## config.mk

```make
export PLATFORM = sky130hd
export DESIGN_NAME = exc_entry_unit
export DESIGN_NICKNAME = d
export VERILOG_FILES = /design/src/rtl/exc_pkg.sv /design/src/rtl/exc_prio_arb.sv /design/src/rtl/exc_psr_build.sv /design/src/rtl/exc_link_calc.sv /design/src/rtl/exc_entry_unit.sv
export SDC_FILE = /design/constraint.sdc
export NUM_CORES = 1
export LEC_CHECK = 0
export ABC_AREA = 1
export BUFFER_PORTS_ARGS = -buffer_cell sky130_fd_sc_hd__buf_2
export CORE_MARGIN = 2
export CORE_UTILIZATION = 43
export CTS_CLUSTER_DIAMETER = 80
export DETAILED_ROUTE_END_ITERATION = 12
export PLACE_DENSITY = 0.85
export SETUP_SLACK_MARGIN = 0.4
export SLEW_MARGIN = 5
export SYNTH_ARGS = -nofsm -noshare
export SYNTH_HDL_FRONTEND = slang
export SYNTH_SLANG_ARGS = --single-unit
```

## constraint.sdc

```tcl
create_clock -name clk -period 2.3 [get_ports clk]
set_input_delay 0.46 -clock clk [delete_from_list [all_inputs] [get_ports clk]]
set_output_delay 0.46 -clock clk [all_outputs]
set_load 0.05 [all_outputs]
```

## src/rtl/exc_pkg.sv

```systemverilog
package exc_pkg;

    // Status word bit positions
    localparam int PSR_MODE_W = 5;
    localparam int PSR_T_BIT  = 5;
    localparam int PSR_F_BIT  = 6;
    localparam int PSR_I_BIT  = 7;
    localparam int VEC_W      = 5;

    // Source indices in priority order (0 is highest)
    localparam int N_SRC    = 7;
    localparam int SRC_RST  = 0;
    localparam int SRC_DABT = 1;
    localparam int SRC_FIQ  = 2;
    localparam int SRC_IRQ  = 3;
    localparam int SRC_PABT = 4;
    localparam int SRC_UND  = 5;
    localparam int SRC_SWI  = 6;

    typedef enum logic [PSR_MODE_W-1:0] {
        MODE_USR = 5'b10000,
        MODE_FIQ = 5'b10001,
        MODE_IRQ = 5'b10010,
        MODE_SVC = 5'b10011,
        MODE_ABT = 5'b10111,
        MODE_UND = 5'b11011
    } mode_e;

    typedef enum logic [2:0] {
        EXC_NONE,
        EXC_RST,
        EXC_DABT,
        EXC_FIQ,
        EXC_IRQ,
        EXC_PABT,
        EXC_UND,
        EXC_SWI
    } exc_e;

    // Status word after a reset or a reset exception: SVC, I and F set
    localparam logic [7:0] RESET_PSR_LO = 8'hD3;

    function automatic logic [VEC_W-1:0] exc_vector(exc_e k);
        case (k)
            EXC_UND:  return 5'h04;
            EXC_SWI:  return 5'h08;
            EXC_PABT: return 5'h0C;
            EXC_DABT: return 5'h10;
            EXC_IRQ:  return 5'h18;
            EXC_FIQ:  return 5'h1C;
            default:  return 5'h00;
        endcase
    endfunction

    function automatic mode_e exc_mode(exc_e k);
        case (k)
            EXC_FIQ:             return MODE_FIQ;
            EXC_IRQ:             return MODE_IRQ;
            EXC_PABT, EXC_DABT:  return MODE_ABT;
            EXC_UND:             return MODE_UND;
            default:             return MODE_SVC;
        endcase
    endfunction

    function automatic logic [3:0] exc_link_off(exc_e k);
        return (k == EXC_DABT) ? 4'd8 : 4'd4;
    endfunction

endpackage

```

## src/rtl/exc_prio_arb.sv

```systemverilog
module exc_prio_arb
    import exc_pkg::*;
#(
    parameter int NS = N_SRC
) (
    input  logic          boundary_i,
    input  logic [NS-1:0] req_i,
    input  logic          irq_masked_i,
    input  logic          fiq_masked_i,
    output logic [NS-1:0] grant_o
);

    logic [NS-1:0] elig;

    always_comb begin
        elig = req_i & {NS{boundary_i}};
        elig[SRC_RST] = req_i[SRC_RST];
        if (irq_masked_i) elig[SRC_IRQ] = 1'b0;
        if (fiq_masked_i) elig[SRC_FIQ] = 1'b0;
    end

    for (genvar g = 0; g < NS; g++) begin : g_chain
        if (g == 0) begin : g_top
            assign grant_o[g] = elig[g];
        end else begin : g_rest
            assign grant_o[g] = elig[g] & ~(|elig[g-1:0]);
        end
    end

endmodule

```

## src/rtl/exc_psr_build.sv

```systemverilog
module exc_psr_build
    import exc_pkg::*;
#(
    parameter int PSR_W = 32
) (
    input  exc_e             kind_i,
    input  logic [PSR_W-1:0] cur_psr_i,
    output logic [PSR_W-1:0] new_psr_o,
    output mode_e            mode_o
);

    always_comb begin
        mode_o    = exc_mode(kind_i);
        new_psr_o = cur_psr_i;
        new_psr_o[PSR_MODE_W-1:0] = mode_o;
        new_psr_o[PSR_T_BIT] = 1'b0;
        new_psr_o[PSR_I_BIT] = 1'b1;
        if (kind_i == EXC_FIQ) new_psr_o[PSR_F_BIT] = 1'b1;
        if (kind_i == EXC_RST) begin
            new_psr_o = '0;
            new_psr_o[7:0] = RESET_PSR_LO;
        end
    end

endmodule

```

## src/rtl/exc_link_calc.sv

```systemverilog
module exc_link_calc
    import exc_pkg::*;
#(
    parameter int PC_W = 32
) (
    input  exc_e            kind_i,
    input  logic [PC_W-1:0] cur_pc_i,
    output logic [PC_W-1:0] link_o,
    output logic            bank_we_o
);

    always_comb begin
        link_o    = cur_pc_i + {{(PC_W-4){1'b0}}, exc_link_off(kind_i)};
        bank_we_o = (kind_i != EXC_NONE) && (kind_i != EXC_RST);
    end

endmodule

```

## src/rtl/exc_entry_unit.sv

```systemverilog
module exc_entry_unit
    import exc_pkg::*;
#(
    parameter int PC_W  = 32,
    parameter int PSR_W = 32
) (
    input  logic                  clk,
    input  logic                  rst,
    input  logic                  boundary_i,
    input  logic                  req_rst_i,
    input  logic                  req_und_i,
    input  logic                  req_swi_i,
    input  logic                  req_pabt_i,
    input  logic                  req_dabt_i,
    input  logic                  req_irq_i,
    input  logic                  req_fiq_i,
    input  logic [PC_W-1:0]       cur_pc_i,
    input  logic [PSR_W-1:0]      cur_psr_i,
    output logic                  redirect_o,
    output logic [PC_W-1:0]       new_pc_o,
    output logic [PSR_W-1:0]      new_psr_o,
    output logic                  bank_we_o,
    output logic [PSR_MODE_W-1:0] bank_mode_o,
    output logic [PC_W-1:0]       bank_lr_o,
    output logic [PSR_W-1:0]      bank_spsr_o
);

    localparam logic [PSR_W-1:0] RESET_PSR = {{(PSR_W-8){1'b0}}, RESET_PSR_LO};

    logic [N_SRC-1:0] req_vec;
    logic [N_SRC-1:0] grant;
    exc_e             kind;
    logic             take;
    logic [PSR_W-1:0] psr_nxt;
    mode_e            mode_nxt;
    logic [PC_W-1:0]  link_nxt;
    logic             bank_we_nxt;

    always_comb begin
        req_vec           = '0;
        req_vec[SRC_RST]  = req_rst_i;
        req_vec[SRC_DABT] = req_dabt_i;
        req_vec[SRC_FIQ]  = req_fiq_i;
        req_vec[SRC_IRQ]  = req_irq_i;
        req_vec[SRC_PABT] = req_pabt_i;
        req_vec[SRC_UND]  = req_und_i;
        req_vec[SRC_SWI]  = req_swi_i;
    end

    exc_prio_arb #(.NS(N_SRC)) u_arb (
        .boundary_i   (boundary_i),
        .req_i        (req_vec),
        .irq_masked_i (cur_psr_i[PSR_I_BIT]),
        .fiq_masked_i (cur_psr_i[PSR_F_BIT]),
        .grant_o      (grant)
    );

    always_comb begin
        if      (grant[SRC_RST])  kind = EXC_RST;
        else if (grant[SRC_DABT]) kind = EXC_DABT;
        else if (grant[SRC_FIQ])  kind = EXC_FIQ;
        else if (grant[SRC_IRQ])  kind = EXC_IRQ;
        else if (grant[SRC_PABT]) kind = EXC_PABT;
        else if (grant[SRC_UND])  kind = EXC_UND;
        else if (grant[SRC_SWI])  kind = EXC_SWI;
        else                      kind = EXC_NONE;
        take = (kind != EXC_NONE);
    end

    exc_psr_build #(.PSR_W(PSR_W)) u_psr (
        .kind_i    (kind),
        .cur_psr_i (cur_psr_i),
        .new_psr_o (psr_nxt),
        .mode_o    (mode_nxt)
    );

    exc_link_calc #(.PC_W(PC_W)) u_link (
        .kind_i    (kind),
        .cur_pc_i  (cur_pc_i),
        .link_o    (link_nxt),
        .bank_we_o (bank_we_nxt)
    );

    always_ff @(posedge clk) begin
        if (rst) begin
            redirect_o  <= 1'b0;
            bank_we_o   <= 1'b0;
            new_pc_o    <= '0;
            new_psr_o   <= RESET_PSR;
            bank_mode_o <= MODE_SVC;
            bank_lr_o   <= '0;
            bank_spsr_o <= '0;
        end else begin
            redirect_o <= take;
            bank_we_o  <= bank_we_nxt;
            if (take) begin
                new_pc_o    <= {{(PC_W-VEC_W){1'b0}}, exc_vector(kind)};
                new_psr_o   <= psr_nxt;
                bank_mode_o <= mode_nxt;
                bank_lr_o   <= link_nxt;
                bank_spsr_o <= cur_psr_i;
            end
        end
    end

    // at most one cause granted, and only a requested one
    p_single_grant_r3: assert property (@(posedge clk) disable iff (rst)
        $onehot0(grant) && ((grant & ~req_vec) == '0));

    // a redirect always traces back to a boundary or a reset request
    p_redirect_cause_r2: assert property (@(posedge clk) disable iff (rst)
        redirect_o |-> $past(boundary_i || req_rst_i));

    // a masked interrupt with nothing else pending gives no redirect
    p_irq_masked_r9: assert property (@(posedge clk) disable iff (rst)
        (boundary_i && req_irq_i && cur_psr_i[PSR_I_BIT] && !req_rst_i &&
         !req_dabt_i && !req_fiq_i && !req_pabt_i && !req_und_i && !req_swi_i)
        |=> !redirect_o);

    // fast interrupt entry masks both interrupt kinds
    p_fiq_masks_both_r5: assert property (@(posedge clk) disable iff (rst)
        (redirect_o && new_pc_o == PC_W'(32'h1C)) |->
        (new_psr_o[PSR_I_BIT] && new_psr_o[PSR_F_BIT] &&
         new_psr_o[PSR_MODE_W-1:0] == MODE_FIQ));

    // a reset redirect banks nothing
    p_reset_no_bank_r6: assert property (@(posedge clk) disable iff (rst)
        (redirect_o && new_pc_o == '0) |-> (!bank_we_o && new_psr_o == RESET_PSR));

    // data abort link is the boundary address plus eight
    p_dabt_link_r8: assert property (@(posedge clk) disable iff (rst)
        (bank_we_o && new_pc_o == PC_W'(32'h10)) |->
        (bank_lr_o == $past(cur_pc_i) + PC_W'(8)));

    // banked write only accompanies a redirect
    p_bank_with_redirect_r7: assert property (@(posedge clk) disable iff (rst)
        bank_we_o |-> redirect_o);

endmodule

```

==> results of run 1 <==
synthesized netlist by cell type, drive strengths merged:
cell type / count
xnor2: 9
xor2: 13
fa: 1
o21ai: 43
o21bai: 1
a21oi: 26
nand2: 222
nand3b: 5
dfxtp: 102
conb: 2
nor3: 9
nand4: 10
a21boi: 2
buf: 50
ha: 2
clkbuf: 8
inv: 43
nor2: 85
nand3: 31
per-layer routing:
layer	vias to the layer above	global-route usage, %
li1	2391	-
met4	0	6.04
met1	2154	26.0
met5	-	0
met3	16	4.18
met2	160	37.4
worst max-delay path by stage:
stage          startpoint       endpoint  slack, ns  cells after the start
2_1_floorplan  req_dabt_i  bank_lr_o[26]       0.24                     14
3_3_place_gp   req_dabt_i  bank_lr_o[24]      -0.01                     13
3_5_place_dp   req_dabt_i  bank_lr_o[24]      -0.02                     13
4_1_cts        req_dabt_i  bank_lr_o[18]       0.40                     14
5_1_grt        boundary_i  bank_lr_o[18]       0.35                     13
6_report        req_rst_i  bank_lr_o[18]       0.48                     12
critical path, stage by stage:
cell,delay [ns]
buf_2,0.14
nor2_4,0.12
inv_4,0.06
buf_6,0.11
fa_2,0.38
nand3b_1,0.24
inv_1,0.10
nand2_2,0.07
nor2_2,0.13
xor2_1,0.14
nor2_1,0.05
a21oi_1,0.10
timing repair:
item,CTS,global route
setup buffers,0,3
resized for setup,2,10
pin swaps,0,4
endpoints found under the setup margin,3,52
per-stage QoR:
step	power, mW	worst slack (ns)	std cells	TNS (ns)
floorplan	2.95	0.240	695	0
global placement	3.22	-0.00951	972	-0.00951
detailed placement	3.23	-0.0247	972	-0.0247
CTS	4.29	0.405	988	0
global route	4.46	0.355	991	0
finish	4.26	0.477	991	0
state kept, by name (all words and copies together) (netlist names):
register and cells:
new_pc_o 3, redirect_o 1, bank_mode_o 4, new_psr_o 29, bank_spsr_o 32, bank_we_o 1, bank_lr_o 32
cell type report:
cell class / instances / area [sq um] / area share [%]
Tap cell: 140 / 175 / 2.93
Inverter: 43 / 171 / 2.87
Multi-Input combinational cell: 492 / 2310 / 38.7
Clock inverter: 6 / 53.8 / 0.900
Sequential cell: 102 / 2040 / 34.1
Clock buffer: 10 / 128 / 2.13
Timing Repair Buffer: 198 / 1100 / 18.3
logic make-up (layout without fill, tap and decap cells):
logic type      after synthesis  after routing  synth area share [%]
flops                       102            102                  42.9
compound gates               72             72                  7.82
simple gates                362            362                  32.0
buf+inv                     101            257                  12.1
fa+ha+maj                     3              3                 0.947
other cells                   2             33                 0.158
xor+xnor                     22             22                  4.05
power by group:
part           leakage, nW  switching [mW]  internal [mW]
clock network       0.0894           0.645          0.414
registers            0.843          0.0658           1.90
logic                 2.11           0.950          0.285
==> results.ini, run 1 <==
[run_status]
outcome=complete, no violations

[clocking]
cts_made_buffers=9
clock_path_buffers=2
cts_tree=done
cts_htree_levels=3
path_clk_slew_ns=0.10
cts_sinks=102
clkLatencyLatePin_ns=0.35
cts_hold_buffers=0
cts_root_buf=clkbuf_8

[detailed_routing]
drc=0
wirelength_um=12800
wire_per_inst_um=12.9
firstDrtPassIters=4
wl_met2_um=6290
m1WireLength_um=5440
route.vias.total=4721
routed.top_layer=met4
drtIter0Drc=240
wl_met3_um=821
ant_nets=0
vias_per_cell=4.76

[critical_path]
crit_path_max_fanout=4
cp-end-kind=flop
reg2reg_depth=4
worstSetupPathType=in2reg
required_ns=2.59
critPathLaunchType=input pin
r2r-start=new_pc_o[2]
worstPathArrival_ns=2.11
r2r-end=new_pc_o[2]
reg2reg_slack_ns=1.62

[cells_and_area]
fill_cells=1051
final_cell_mix=nand2_1, buf_2, dfxtp_1
area_growth_syn_to_layout_pct=25.8
drive_gt1_share_pct=28.3
post-route-util_pct=55.4
nets=923
num_antenna_cells=0
final_common_cell=nand2_1
postLayoutCellArea_sq_um=5980

[sta]
period_minus_slack_ns=1.82
hold_viol_final=0
skew_ns=0
drv_slew=0
fmax_mhz=549
holdWs_ns=0.283
fin_crit_sh_pct=79.2
rsz0062_at_grt=yes
setup_violations=0

[placed_design]
dp_hpwl_um=9870
gp_congestion=0.947
port-buffer-count=175
dpl_cell_area_sq_um=5740

[synthesis]
avgSynthCellArea_sq_um=7.16
synth-seq-cells=102
ys_seq_area_share_pct=42.9
syn_area_sq_um=4750
synth_area_leaders=dfxtp_1, nand2_1, nor2_1, buf_4, o21ai_1
ys_types=32
yosys_warnings=0
synth_top_area_cell=dfxtp_1
synth_top_area_share_pct=42.9
netlist_instances=664

[global_routing]
grt_pass1_wl_um=19900
grt_usage_pct=21.2
grt_max_degree=56
grt.overflow.total=0
grt_pass1_vias=4265
antenna_found_initial=0

[floorplan]
die-width_um=109
core-area_sq_um=10800
die-area_sq_um=11900
start_util_pct=44.1
io_pins=209
rows=38
die_h_um=109

[power_and_ir_drop]
vdd_drop_max_v=0.000395
cellPowerDensity_nw_per_um2=712
p_leak_nw=3.04

[worst_hold_path]
hold_path_end=bank_spsr_o[4]
hold_start=cur_psr_i[4]
hold_depth=3
worstHoldPathType=in2reg

[flow_run]
drv_cap=0

Note: power is estimated with default switching activity, not from simulation.
==> run 2: changes to the inputs <==
- CORE_UTILIZATION: 43 -> 45
- clock period: 2.3 -> 1.9 ns (I/O delays scaled with it)
==> run 2 against run 1 <==
Net effect:
- clock power increased by 28%
- setup slack worse by 0.45 ns
- count of clock-buffer cells in the layout down 1
- power is 35% higher
- die area is 4.3% lower
- critical endpoint is now bank_lr_o[17]
- highest routed layer unchanged
==> results.ini, run 2 (synthesized netlist as in run 1, its figures left out) <==
[run_status]
outcome=complete, no violations

[critical_path]
cp-startpoint=boundary_i
worstSetupPathType=in2reg
critPathLaunchType=input pin
required_ns=2.17
crit_slowest_cell=ha_4
worstPathArrival_ns=2.14
cp-end-kind=flop
r2r-start=bank_lr_o[19]
slowest_delay_ns=0.26
crit_path_max_fanout=3
worstPathCellList=buf_8 -> nand2_8 -> nor2_4 -> buf_4 -> ha_4 -> nand2_4 -> a21boi_4 -> nand3b_1 -> nor2_2 -> buf_4 -> xnor2_2 -> nand2_1 -> nand2_1 -> nor2_1

[detailed_routing]
ant_nets=0
wire_per_inst_um=16.8
route.vias.total=5361
drtIter0Drc=451
firstDrtPassIters=6
vias_per_cell=5.09
drc=0
wirelength_um=17700

[sta]
rsz0062_at_grt=yes
drv_slew=0
worst_pin_slew_ns=0.542
period_minus_slack_ns=1.87
setup_violations=0
fin_crit_sh_pct=98.3
hold_viol_final=0
fmax_mhz=535
slew_headroom_pct=63.8
skew_ns=0

[power_and_ir_drop]
vdd_drop_max_v=0.000442
p_leak_nw=3.84
cellPowerDensity_nw_per_um2=767

[clocking]
cts_made_buffers=9
cts_sinks=102
path_clk_slew_ns=0.12
cts_tree=done
cts_root_buf=clkbuf_8
clock_path_buffers=2
clkLatencyLatePin_ns=0.37
cts_htree_levels=3

[cells_and_area]
final_cell_mix=nand2_1, buf_2, dfxtp_1
reg_top3=bank_lr_o (32), bank_spsr_o (32), new_psr_o (29)
fill_cells=718
register_area_sq_um=2040
drive_gt1_share_pct=42.6
final_cells=1053
nets=988
area_growth_syn_to_layout_pct=58.0
multiInputGateArea_sq_um=2800
final_common_cell=nand2_1
postLayoutCellArea_sq_um=7510

[floorplan]
die_h_um=107
start_util_pct=46.3
die-width_um=107
rows=37
io_pins=209
die-area_sq_um=11400
core-area_sq_um=10300

[placed_design]
dp_hpwl_um=9840
gp_congestion=0.931
placed_cells=979
port-buffer-count=175
dpl_cell_area_sq_um=5920

[global_routing]
grt_pass1_wl_um=23900
grt.overflow.total=0
grt_max_degree=32
grt_pass1_vias=4774
antenna_found_initial=1
grt_usage_pct=26.5

[flow_run]
drv_cap=0

[worst_hold_path]
worstHoldPathType=in2reg
hold_start=cur_psr_i[3]

-- run 2: cell count changes in the layout (fill, tap and decap cells not counted), moves of 11 or more --
cell,change
buf_4,+15
buf_6,+25
buf_16,+11
nand2_4,+24
a21oi_1,-19
nand2_2,+14
nand2_1,-39
a21oi_2,+19
-- run 2: power by group --
part	total [mW]	switching, mW	internal (mW)
clock	1.36	0.850	0.510
sequential	2.39	0.0905	2.30
combinational	2.01	1.36	0.659
total	5.76	2.30	3.47
-- run 2: per-stage QoR --
| stage | setup slack (ns) | setup TNS, ns | hold WS (ns) | utilization [%] | total power [mW] |
|---|---|---|---|---|---|
| after floorplan | -0.0794 | -0.207 | 0.483 | - | 3.58 |
| after detailed placement | -0.290 | -10.01 | 0.427 | 57.6 | 3.95 |
| after CTS | 0.252 | 0 | 0.180 | 67.2 | 5.55 |
| after global placement | -0.250 | -8.26 | 0.426 | 57.6 | 3.93 |
| final | 0.0321 | 0 | 0.182 | 73.1 | 5.76 |
| after global routing | 0.00455 | 0 | 0.189 | 73.1 | 5.98 |
-- run 2: routing by layer --
metal	global-route usage, %	vias up	routed length (um)
met1	30.8	2479	6420
met5	0	-	0
li1	-	2526	-
met4	9.93	0	827
met2	48.5	293	9040
met3	4.62	63	1380
-- run 2: final timing paths --
| kind | to | slack [ns] | cells after the start |
|---|---|---|---|
| setup / recovery | bank_lr_o[17] | 0.03 | 14 |
| setup reg to reg | bank_lr_o[19] | 1.14 | 2 |
| hold reg to reg | bank_spsr_o[11] | 0.45 | 2 |
| hold / removal | bank_spsr_o[3] | 0.18 | 3 |
-- run 2: timing repair --
action	CTS	global route
pin swaps	35	43
setup endpoints to repair	97	98
gates cloned	14	6
setup buffers	26	11
endpoints found under the hold margin	0	0
hold buffers	0	0
gates resized for setup	76	103
-- run 2: cell type report --
class	instances	share of cell area (%)
tap	136	2.27
clock inverter	7	0.899
antenna	1	0.0333
timing repair buffer	263	28.2
sequential	102	27.2
inverter	43	2.42
multi-input combinational	492	37.3
clock buffer	9	1.65
-- run 2: critical path: cells and delay by family --
family | cells | cell delay [ns]
and+or+nand+nor | 8 | 0.80
buffers and inverters | 3 | 0.40
adders and majority gates | 1 | 0.26
AOI/OAI and AO/OA | 1 | 0.19
xor gates and xnor gates | 1 | 0.11
